===== src/rtl/axil_wr_pkg.sv =====
// Package: shared state encoding and response width for the write manager.
// Assumes nothing beyond a single outstanding write.
package axil_wr_pkg;
    localparam int RESP_W = 2;

    typedef enum logic [1:0] {
        ST_IDLE = 2'd0,
        ST_BUSY = 2'd1,
        ST_RESP = 2'd2
    } wr_state_e;
endpackage


===== src/rtl/axil_lane_mask.sv =====
// Module: derives per-lane byte enables from the byte offset and zeroes the
// data of disabled lanes. Lanes at or above the offset are enabled; the data
// is not realigned. Assumes DATA_W is a multiple of 8 and at least 16.
module axil_lane_mask #(
    parameter int DATA_W = 32,
    localparam int NB    = DATA_W / 8,
    localparam int OFF_W = $clog2(NB)
) (
    input  logic [OFF_W-1:0]  off_i,
    input  logic [DATA_W-1:0] data_i,
    output logic [NB-1:0]     strb_o,
    output logic [DATA_W-1:0] data_o
);
    for (genvar i = 0; i < NB; i++) begin : g_lane
        localparam logic [OFF_W:0] LANE = (OFF_W+1)'(i);
        // Lane enable: set when this lane index is not below the offset.
        assign strb_o[i] = (LANE >= {1'b0, off_i});
        // Lane data: pass through when enabled, zero otherwise.
        assign data_o[i*8 +: 8] = strb_o[i] ? data_i[i*8 +: 8] : 8'h00;
    end
endmodule


===== src/rtl/axil_chan_hold.sv =====
// Module: one valid/payload holding stage for an outgoing channel. Load sets
// valid and captures the payload; the handshake clears valid; the payload is
// held until the next load. Assumes load is never raised while valid is high.
module axil_chan_hold #(
    parameter int W = 8
) (
    input  logic         clk,
    input  logic         rst_n,
    input  logic         load_i,
    input  logic [W-1:0] pay_i,
    input  logic         ready_i,
    output logic         valid_o,
    output logic [W-1:0] pay_o
);
    // Valid flag: set on load, cleared on handshake.
    always_ff @(posedge clk) begin
        if (!rst_n)
            valid_o <= 1'b0;
        else if (load_i)
            valid_o <= 1'b1;
        else if (ready_i)
            valid_o <= 1'b0;
    end

    // Payload register: captured only on load so it holds across stalls.
    always_ff @(posedge clk) begin
        if (!rst_n)
            pay_o <= '0;
        else if (load_i)
            pay_o <= pay_i;
    end
endmodule


===== src/rtl/axil_wr_ctrl.sv =====
// Module: transaction sequencer. It accepts a request when idle, waits for
// the write response, then raises a one-cycle done pulse carrying the
// response code. Assumes the subordinate answers only after both the
// address and data handshakes.
module axil_wr_ctrl
    import axil_wr_pkg::*;
(
    input  logic              clk,
    input  logic              rst_n,
    input  logic              cmd_valid_i,
    output logic              cmd_ready_o,
    output logic              accept_o,
    input  logic              bvalid_i,
    input  logic [RESP_W-1:0] bresp_i,
    output logic              bready_o,
    output logic              done_valid_o,
    output logic [RESP_W-1:0] done_resp_o
);
    wr_state_e state_q;
    wr_state_e state_d;
    logic      b_fire;

    assign cmd_ready_o  = (state_q == ST_IDLE);
    assign accept_o     = cmd_valid_i && cmd_ready_o;
    assign bready_o     = (state_q == ST_BUSY);
    assign done_valid_o = (state_q == ST_RESP);
    assign b_fire       = bvalid_i && bready_o;

    // Next-state selection for the single-outstanding sequence.
    always_comb begin
        state_d = state_q;
        case (state_q)
            ST_IDLE: if (accept_o) state_d = ST_BUSY;
            ST_BUSY: if (b_fire)   state_d = ST_RESP;
            ST_RESP: state_d = ST_IDLE;
            default: state_d = ST_IDLE;
        endcase
    end

    // State register.
    always_ff @(posedge clk) begin
        if (!rst_n)
            state_q <= ST_IDLE;
        else
            state_q <= state_d;
    end

    // Response capture at the response handshake.
    always_ff @(posedge clk) begin
        if (!rst_n)
            done_resp_o <= '0;
        else if (b_fire)
            done_resp_o <= bresp_i;
    end
endmodule


===== src/rtl/axil_wr_mgr.sv =====
// Module: top of the AXI4-Lite write manager. It issues one address beat
// and one data beat per request, with byte enables taken from the address
// offset, and reports the response code. Assumes one request at a time.
module axil_wr_mgr
    import axil_wr_pkg::*;
#(
    parameter int ADDR_W = 16,
    parameter int DATA_W = 32
) (
    input  logic              clk,
    input  logic              rst_n,
    input  logic              cmd_valid,
    output logic              cmd_ready,
    input  logic [ADDR_W-1:0] cmd_addr,
    input  logic [DATA_W-1:0] cmd_data,
    output logic              done_valid,
    output logic [1:0]        done_resp,
    output logic              m_awvalid,
    input  logic              m_awready,
    output logic [ADDR_W-1:0] m_awaddr,
    output logic              m_wvalid,
    input  logic              m_wready,
    output logic [DATA_W-1:0] m_wdata,
    output logic [DATA_W/8-1:0] m_wstrb,
    input  logic              m_bvalid,
    output logic              m_bready,
    input  logic [1:0]        m_bresp
);
    localparam int NB    = DATA_W / 8;
    localparam int OFF_W = $clog2(NB);
    localparam int WP_W  = NB + DATA_W;

    logic              accept;
    logic [NB-1:0]     strb_n;
    logic [DATA_W-1:0] data_n;
    logic [WP_W-1:0]   w_pay;

    axil_wr_ctrl ctrl_i (
        .clk          (clk),
        .rst_n        (rst_n),
        .cmd_valid_i  (cmd_valid),
        .cmd_ready_o  (cmd_ready),
        .accept_o     (accept),
        .bvalid_i     (m_bvalid),
        .bresp_i      (m_bresp),
        .bready_o     (m_bready),
        .done_valid_o (done_valid),
        .done_resp_o  (done_resp)
    );

    axil_lane_mask #(.DATA_W(DATA_W)) mask_i (
        .off_i  (cmd_addr[OFF_W-1:0]),
        .data_i (cmd_data),
        .strb_o (strb_n),
        .data_o (data_n)
    );

    axil_chan_hold #(.W(ADDR_W)) aw_i (
        .clk     (clk),
        .rst_n   (rst_n),
        .load_i  (accept),
        .pay_i   (cmd_addr),
        .ready_i (m_awready),
        .valid_o (m_awvalid),
        .pay_o   (m_awaddr)
    );

    axil_chan_hold #(.W(WP_W)) w_i (
        .clk     (clk),
        .rst_n   (rst_n),
        .load_i  (accept),
        .pay_i   ({strb_n, data_n}),
        .ready_i (m_wready),
        .valid_o (m_wvalid),
        .pay_o   (w_pay)
    );

    assign m_wstrb = w_pay[WP_W-1 -: NB];
    assign m_wdata = w_pay[DATA_W-1:0];
endmodule


===== config.mk =====
export PLATFORM = sky130hd
export DESIGN_NAME = axil_wr_mgr
export DESIGN_NICKNAME = d
export VERILOG_FILES = /design/src/rtl/axil_wr_pkg.sv /design/src/rtl/axil_lane_mask.sv /design/src/rtl/axil_chan_hold.sv /design/src/rtl/axil_wr_ctrl.sv /design/src/rtl/axil_wr_mgr.sv
export SDC_FILE = /design/constraint.sdc
export NUM_CORES = 1
export LEC_CHECK = 0
export BUFFER_PORTS_ARGS = -buffer_cell sky130_fd_sc_hd__buf_2
export CAP_MARGIN = 25
export CORE_MARGIN = 2
export CORE_UTILIZATION = 30
export DETAILED_ROUTE_END_ITERATION = 10
export HOLD_SLACK_MARGIN = 0.02
export RECOVER_POWER = 100
export SETUP_SLACK_MARGIN = 0.2
export SKIP_LAST_GASP = 1
export SLEW_MARGIN = 20
export SYNTH_ARGS = -nofsm -noshare
export SYNTH_HDL_FRONTEND = slang
export SYNTH_SLANG_ARGS = --single-unit

===== constraint.sdc =====
create_clock -name clk -period 1.3 [get_ports clk]
set_input_delay 0.325 -clock clk [delete_from_list [all_inputs] [get_ports clk]]
set_output_delay 0.325 -clock clk [all_outputs]
set_load 0.05 [all_outputs]

**Yosys cells after proc, flatten, opt, wreduce, memory -nomap -nowiden**

Index checks and enable logic that the tools add are counted.

- Magnitude comparators: 3
- Equality and inequality tests: 4
- Mux-type cells: 10
- Reduce and logical (&&, ||, !) cells: 6

Operator list:

| cell | number |
|---|---|
| two-way mux 8 bit | 3 |
| >= comparator 1 x 2 -> 1 bit (first input constant) | 2 |
| two-way mux 1 bit | 4 |
| two-way mux 2 bit | 2 |
| != test 2 bit (second input constant) | 2 |
| case mux 2 bit (2 select lines) | 1 |
| nonzero test 2 bit | 2 |
| equality test 2 x 1 -> 1 bit (second input constant) | 1 |
| equality test 2 bit (second input constant) | 1 |
| >= comparator 2 bit (first input constant) | 1 |
| logical AND 1 bit | 2 |
| logical NOT 2 bit | 1 |
| AND reduction 2 bit | 1 |

- Bits in registers: 58
- Bits of input ports: 56
- Output and inout bits: 59

**Logic depth before layout (Yosys ltp)**

Gate-level depths: netlist of run 1.

- Depth in word-level cells: 4
- Depth in mapped cells: 5
- Gate-level depth less buffers: 3

**Modules after synthesis**

Synthesis of run 1 repeated with hierarchy kept, for this count alone.

- Cell total of the unflattened synthesis: 232
- Area total of the unflattened synthesis: 2597.5 um^2

By module, submodules not included:

| module | instances | cells an instance | area an instance (um^2) | seq. area each (um^2) |
|---|---|---|---|---|
| axil_chan_hold (w_i) | 1 | 118 | 1422.6 | 740.7 |
| axil_chan_hold (aw_i) | 1 | 54 | 649.4 | 340.3 |
| axil_lane_mask | 1 | 40 | 344.1 | 0.0 |
| axil_wr_ctrl | 1 | 20 | 181.4 | 80.1 |

**Least setup slack after synthesis of run 1**

Ideal clock, no wire load.

- Path kind: flip-flop to flip-flop
- From: reg ctrl_i.state_q[0]
- To: reg w_i.pay_o[0]
- Setup time: 60 ps
- Arrival time: 1775 ps
- Path slack: -535 ps
- Stages on the path, launching flop included: 4
- Buffers on the path: 0
- Clock period less this slack: 1835 ps
- Path through: dfxtp_1 > nor2_1 > nor4b_4 > a22o_1

- Cells in the longest elaborated chain, start to end: 2

RTL lines:

| element | RTL line | text |
|---|---|---|
| start, declared | axil_wr_ctrl.sv:19 | `wr_state_e state_q;` |
| start signal, assigned | axil_wr_ctrl.sv:45 | `state_q <= state_d;` |
| logical NOT 2 bit | axil_wr_ctrl.sv:23 | `assign cmd_ready_o = (state_q == ST_IDLE);` |
| named net cmd_ready | axil_wr_mgr.sv:13 | `output logic cmd_ready,` |
| logical AND 1 bit | axil_wr_ctrl.sv:24 | `assign accept_o = cmd_valid_i && cmd_ready_o;` |
| end signal, assigned | axil_chan_hold.sv:30 | `pay_o <= pay_i;` |
| end, declared | axil_chan_hold.sv:13 | `output logic [W-1:0] pay_o` |

The timed path passes the listed nets, and every way through them passes these cells.
A chain may end at the register's enable or synchronous reset.

**Worst setup path in the final report of run 1**

- From: reg ctrl_i.state_q[0]
- To: out m_bready

- Cells in the longest elaborated chain, start to end: 1

RTL lines:

| element | RTL line | text |
|---|---|---|
| equality test 2 x 1 -> 1 bit | axil_wr_ctrl.sv:25 | `assign bready_o = (state_q == ST_BUSY);` |
| end, declared | axil_wr_mgr.sv:26 | `output logic m_bready,` |

No other way between the ends.

==> results of run 1 <==
-- cells by family after synthesis --
family | synth area share, %
AND/OR/NAND/NOR | 20.8
AO/OA/AOI/OAI | 19.0
flip-flops | 56.2
buffers and inverters | 3.94
-- sequential cells by signal (all words and copies together) (netlist names) --
name / count
aw_i.valid_o: 1
ctrl_i.state_q: 2
w_i.pay_o: 36
ctrl_i.done_resp_o: 2
w_i.valid_o: 1
aw_i.pay_o: 16
-- metal layers --
layer  routed length [um]  track usage (%)  vias up
met5                    0                0        -
met4                  126             5.97        0
met3                  529             7.20       11
met2                 4090             34.3       85
met1                 3360             25.7     1133
li1                     -                -     1118
-- cell usage after synthesis (all sizes together) --
master	count
nand4b	8
a21oi	1
nor2b	6
buf	9
nand2	35
nor3b	1
nor4b	1
nor2	1
a22o	16
nand3b	1
a21o	2
dfxtp	58
nand3	26
and3	1
o21a	4
o21ai	35
a2111oi	1
clkbuf	9
-- power groups by stage --
stage / clock, mW / sequential (mW) / combinational [mW]
after global placement: 0 / 1.97 / 0.818
after CTS: 1.74 / 1.98 / 1.45
after global routing: 1.85 / 2.00 / 1.70
after floorplan: 0 / 2.32 / 0.238
final: 1.71 / 1.99 / 1.63
after detailed placement: 0 / 1.97 / 0.828
-- worst min path at each step --
stage,to,cells past startpoint,slack (ns),from
floorplan,w_i.pay_o[16]$_SDFFE_PN0P_,1,0.45,cmd_data[16]
global placement,w_i.pay_o[32]$_SDFFE_PN0P_,1,0.43,w_i.pay_o[32]$_SDFFE_PN0P_
detailed placement,w_i.pay_o[34]$_SDFFE_PN0P_,1,0.43,w_i.pay_o[34]$_SDFFE_PN0P_
CTS,w_i.pay_o[21]$_SDFFE_PN0P_,2,0.19,cmd_data[21]
global route,w_i.pay_o[22]$_SDFFE_PN0P_,2,0.19,cmd_data[22]
finish,w_i.pay_o[20]$_SDFFE_PN0P_,2,0.20,cmd_data[20]
-- worst max-delay path, stage by stage, from the launching register on --
cell and delay, ns:
dfxtp_2 0.35, buf_6 0.13, nor2b_4 0.18, buf_8 0.16
-- metrics by stage --
step	util, %	power, mW	std cells
2_1_floorplan	-	2.56	215
3_3_place_gp	40.8	2.78	400
3_5_place_dp	40.9	2.80	400
4_1_cts	64.0	5.17	457
5_1_grt	69.5	5.55	476
6_report	69.5	5.33	476
-- cell type report --
cell class	count	area [um2]	area share (%)
clock inverter	5	52.6	1.13
sequential	58	1240	26.5
clock buffer	11	151	3.24
timing repair buffer	183	2100	45.0
multi-input combinational	139	1030	22.1
tap	80	100	2.14
-- what timing repair did --
item / in CTS / in global routing
pin swaps: 26 / 30
setup endpoints to repair: 114 / 115
resized for setup: 291 / 47
setup buffers: 28 / 17
gates cloned: 13 / 2
endpoints found under the hold margin: 0 / 0
==> flow_summary.ini, run 1 <==
[global_routing]
grt_pass1_vias = 2304
grt_max_degree = 41
overflow = 0
grt.total_usage_pct = 20.8
grt_first_pass_wirelength_mm = 11.8
antenna_found_initial = 0

[drt]
drt_iter0_markers = 92
avgRoutedWirePerCell_um = 17.0
routed_wl_mm = 8.11
routed_via_density = 4.93
dr.pass1.iters = 4
antenna_left = 0
vias = 2347
remaining_drc_errors = 0

[cts]
clock_path_buffers = 2
cts_tree = built
htreeDepth = 3
root_buffer = clkbuf_8
postCtsHoldBufs = 0
cts_buffers = 9
cts.sinks = 58
clkTransAtPathRegs_ns = 0.07
clk_latency_ns = 0.34

[worst_hold_path]
hold_path.class = input port to register

[power]
swShare_pct = 30.5
switching_power_mw = 1.63
peakVddDrop_mv = 0.699
pwr-share-comb_pct = 30.5
p_int_mw = 3.71
power_density_nw_per_um2 = 1140
seq_power_share_pct = 37.4
power.leakage_nw = 2.05
clkPwrFrac_pct = 32.1

[setup_path]
worstPathArrival_ns = 1.15
timing.rr.start = ctrl_i.state_q[0]$_SDFFE_PN0P_
worstPathMaxFanout = 4
crit_type = register to output pin
crit-reg2reg-capture = aw_i.pay_o[1]$_SDFFE_PN0P_
cp.required_ns = 0.98
cp-endpoint = m_bready
critPathLaunch = ctrl_i.state_q[0]$_SDFFE_PN0P_
reg2regPathDepth = 9
worst_setup_path_end_kind = output pin
critPathLaunchType = register
r2r_slack_ns = -0.16

[sta]
clock_skew_ns = 0.00683
worst_slew_pin_slew_ns = 0.471
tns_ns = -5.95
maxSlewHeadroom_pct = 68.6
fmax_ghz = 0.679
grt_setup_unrepaired = yes
period_share_pct = 113
hold_violations = 0
fin_ws_ns = -0.173
setup_viol = 58
drv_slew = 0
fin_crit_ns = 1.47
holdWs_ns = 0.198

[final_layout]
final_cell_mix = dfxtp_2, buf_2, buf_8, nand2_1, buf_4
nFillCells = 492
layout_commonest_cell = dfxtp_2
area_growth_pct = 126
nets = 447
finish.instance_area_um2 = 4670
drive_gt1_share_pct = 75.8
num_antenna_cells = 0

[floorplanning]
num_rows = 30
die-height_um = 87.0
die_w_um = 87.0
initial_core_util_pct = 30.7
io-pin-count = 115
coreArea_um2 = 6720
dieArea_um2 = 7560

[placement]
dp_hpwl_mm = 3.58
dpl_worst_slack_ns = -0.232
port_buffers = 114
globalplace.congestion = 0.719
place_area_um2 = 2750

[synthesis]
ys_seq_area_share_pct = 56.2
synth_cell_types = 20
synth_warnings = 0
synth_top_area_cell = dfxtp_1
yosys.area.top_type_share_pct = 56.2
syn_area_um2 = 2060
synth-seq-cells = 58
synth_area_leaders = dfxtp_1, o21ai_0, a22o_1
synthCells = 215
syn-num-nets = 271
avgSynthCellArea_um2 = 9.60

[run]
drv_cap = 0

[outcome]
violations = setup timing
status = complete, but fails checks
Note: power is estimated with default switching activity, not from simulation.
==> run 2: changes to the inputs <==
--- a/config.mk
+++ b/config.mk
@@ -11,6 +11,7 @@
 export CORE_UTILIZATION = 30
 export DETAILED_ROUTE_END_ITERATION = 10
 export HOLD_SLACK_MARGIN = 0.02
+export PLACE_DENSITY_LB_ADDON = 0.2
 export RECOVER_POWER = 100
 export SETUP_SLACK_MARGIN = 0.2
 export SKIP_LAST_GASP = 1
==> run 2 against run 1 <==
The run still ends with setup timing left. Core utilization fell by 7.8 points. Sequential share of layout area rose by 3.4 points. Flip-flop and latch count did not move. Routed wire length fell by 20%. Hold slack improved by 0.011 ns. Sequential power barely moved. Clock power fell by 8%. Critical path depth rose by 5. First-iteration DRC count fell by 21%. Cell area fell by 11%. Die area did not move. Setup slack improved by 0.061 ns.
==> flow_summary.ini, run 2 (synthesis gave the netlist of run 1 again) <==
[outcome]
status = complete, but fails checks
violations = setup timing

[drt]
routed_via_density = 4.74
vias = 2149
dr.pass1.iters = 4
remaining_drc_errors = 0
avgRoutedWirePerCell_um = 14.2
antenna_left = 0
drt_iter0_markers = 73
routed_wl_mm = 6.45

[global_routing]
grt_max_degree = 49
grt.total_usage_pct = 16.8
grt_first_pass_wirelength_mm = 9.92
overflow = 0
antenna_found_initial = 0
grt_pass1_vias = 2110

[setup_path]
worstPathArrival_ns = 1.67
worstPathMaxFanout = 5
worst_setup_path_end_kind = register
cp.required_ns = 1.55
crit_chain = buf_6 > nor3b_4 > buf_4 > buf_6 > buf_12 > buf_16 > nand3_2 > o21ai_1
crit_slowest_cell = dfxtp_4
cpPeakStageDelay_ns = 0.36
crit_path_frequent_cell = buf_6
critPathLaunchType = register
crit_type = register to register

[run]
drv_cap = 0

[power]
seq_power_share_pct = 40.6
swShare_pct = 30.4
p_int_mw = 3.41
clkPwrFrac_pct = 32.1
switching_power_mw = 1.49
power.leakage_nw = 1.81
power_density_nw_per_um2 = 1180
pwr-share-comb_pct = 27.2
peakVddDrop_mv = 0.779

[cts]
cts_buffers = 9
cts.sinks = 58
clk_latency_ns = 0.33
htreeDepth = 3
cts_tree = built
clock_path_buffers = 2
root_buffer = clkbuf_8
postCtsHoldBufs = 0
clkTransAtPathRegs_ns = 0.06

[final_layout]
nets = 424
drive_gt1_share_pct = 69.7
num_antenna_cells = 0
final_core_util_pct = 61.7
final_cell_mix = dfxtp_2, buf_2, buf_8, nand2_1, o21ai_1
largest-register = w_i.pay_o
largest_register_ffs = 36
largest_registers = w_i.pay_o: 36 flops, aw_i.pay_o: 16 flops
area_growth_pct = 101

[sta]
fin_ws_ns = -0.112
fmax_ghz = 0.708
setup_viol = 46
drv_slew = 0
worst_slew_pin_slew_ns = 0.522
grt_setup_unrepaired = yes
period_share_pct = 109
maxSlewHeadroom_pct = 65.2
clock_skew_ns = 0.00422
hold_violations = 0
fin_crit_ns = 1.41

[floorplanning]
coreArea_um2 = 6720
die-height_um = 87.0
io-pin-count = 115
initial_core_util_pct = 30.7
dieArea_um2 = 7560
die_w_um = 87.0
num_rows = 30

[worst_hold_path]
hold_path.class = input port to register

[placement]
dpl_worst_slack_ns = 0.0319
dp_hpwl_mm = 3.53
globalplace.congestion = 0.728
port_buffers = 114
==> run 2: changes by cell type in the layout (fill, tap and decap cells not counted), moves of 3 or more <==
cell     previous run  this run
nand3_1             3        13
buf_16             12         4
nand3_2            21        13
buf_4              27        20
buf_8              55        50
o21ai_2            12         8
o21ai_1            22        25
==> run 2: routing by layer <==
metal  global-route usage [%]  routed length [um]
met1                     19.9                2730
met5                        0                   0
met4                     4.26                  40
met2                     27.9                3200
met3                     7.20                 485
==> run 2: area by class of cell <==
| cell class | instances | area, um2 |
|---|---|---|
| clock buffers | 10 | 128 |
| clock inverters | 6 | 57.6 |
| fillers | 543 | 2570 |
| multi-input cells | 139 | 940 |
| flip-flops and latches | 58 | 1240 |
| well taps | 80 | 100 |
| repair buffers | 160 | 1680 |
==> run 2: path summary, 6_finish.rpt <==
kind | start | endpoint | slack (ns) | cells after the start
worst max-delay path | ctrl_i.state_q[0]$_SDFFE_PN0P_ | aw_i.pay_o[5]$_SDFFE_PN0P_ | -0.11 | 8
worst min-delay path | cmd_data[19] | w_i.pay_o[19]$_SDFFE_PN0P_ | 0.21 | 2
worst max register to register | ctrl_i.state_q[0]$_SDFFE_PN0P_ | aw_i.pay_o[5]$_SDFFE_PN0P_ | -0.11 | 8
worst min register to register | aw_i.pay_o[12]$_SDFFE_PN0P_ | aw_i.pay_o[12]$_SDFFE_PN0P_ | 0.45 | 2
==> run 2: repair_timing <==
item,CTS,global route
setup buffers,17,8
endpoints found under the setup margin,113,114
cloned,8,1
endpoints found under the hold margin,0,0
pin swaps,25,10
gates resized for setup,259,44
==> run 2: worst max-delay path: cells and delay by family (launching register included) <==
| kind | cells | cell delay (ns) |
|---|---|---|
| AOI/OAI and AO/OA | 1 | 0.08 |
| buffers and inverters | 5 | 0.60 |
| DFF | 1 | 0.36 |
| and+or+nand+nor | 2 | 0.30 |
==> run 2: power by group through the flow <==
stage,Sequential [mW],Combinational [mW],Clock (mW)
after CTS,1.98,1.25,1.63
after detailed placement,1.97,0.848,0
after floorplan,2.32,0.238,0
final,1.99,1.34,1.57
after global placement,1.97,0.844,0
after global routing,2.00,1.40,1.72
==> run 2: through the flow <==
step | total power [mW] | hold slack [ns] | setup TNS [ns] | std cells | cell area [um2]
final | 4.90 | 0.209 | -3.19 | 453 | 4150
after global routing | 5.12 | 0.198 | -6.66 | 453 | 4150
after CTS | 4.87 | 0.190 | -3.61 | 444 | 3950
after detailed placement | 2.82 | 0.448 | 0 | 403 | 2790
after global placement | 2.82 | 0.428 | 0 | 403 | 2790
after floorplan | 2.56 | 0.450 | -0.323 | 215 | 2100
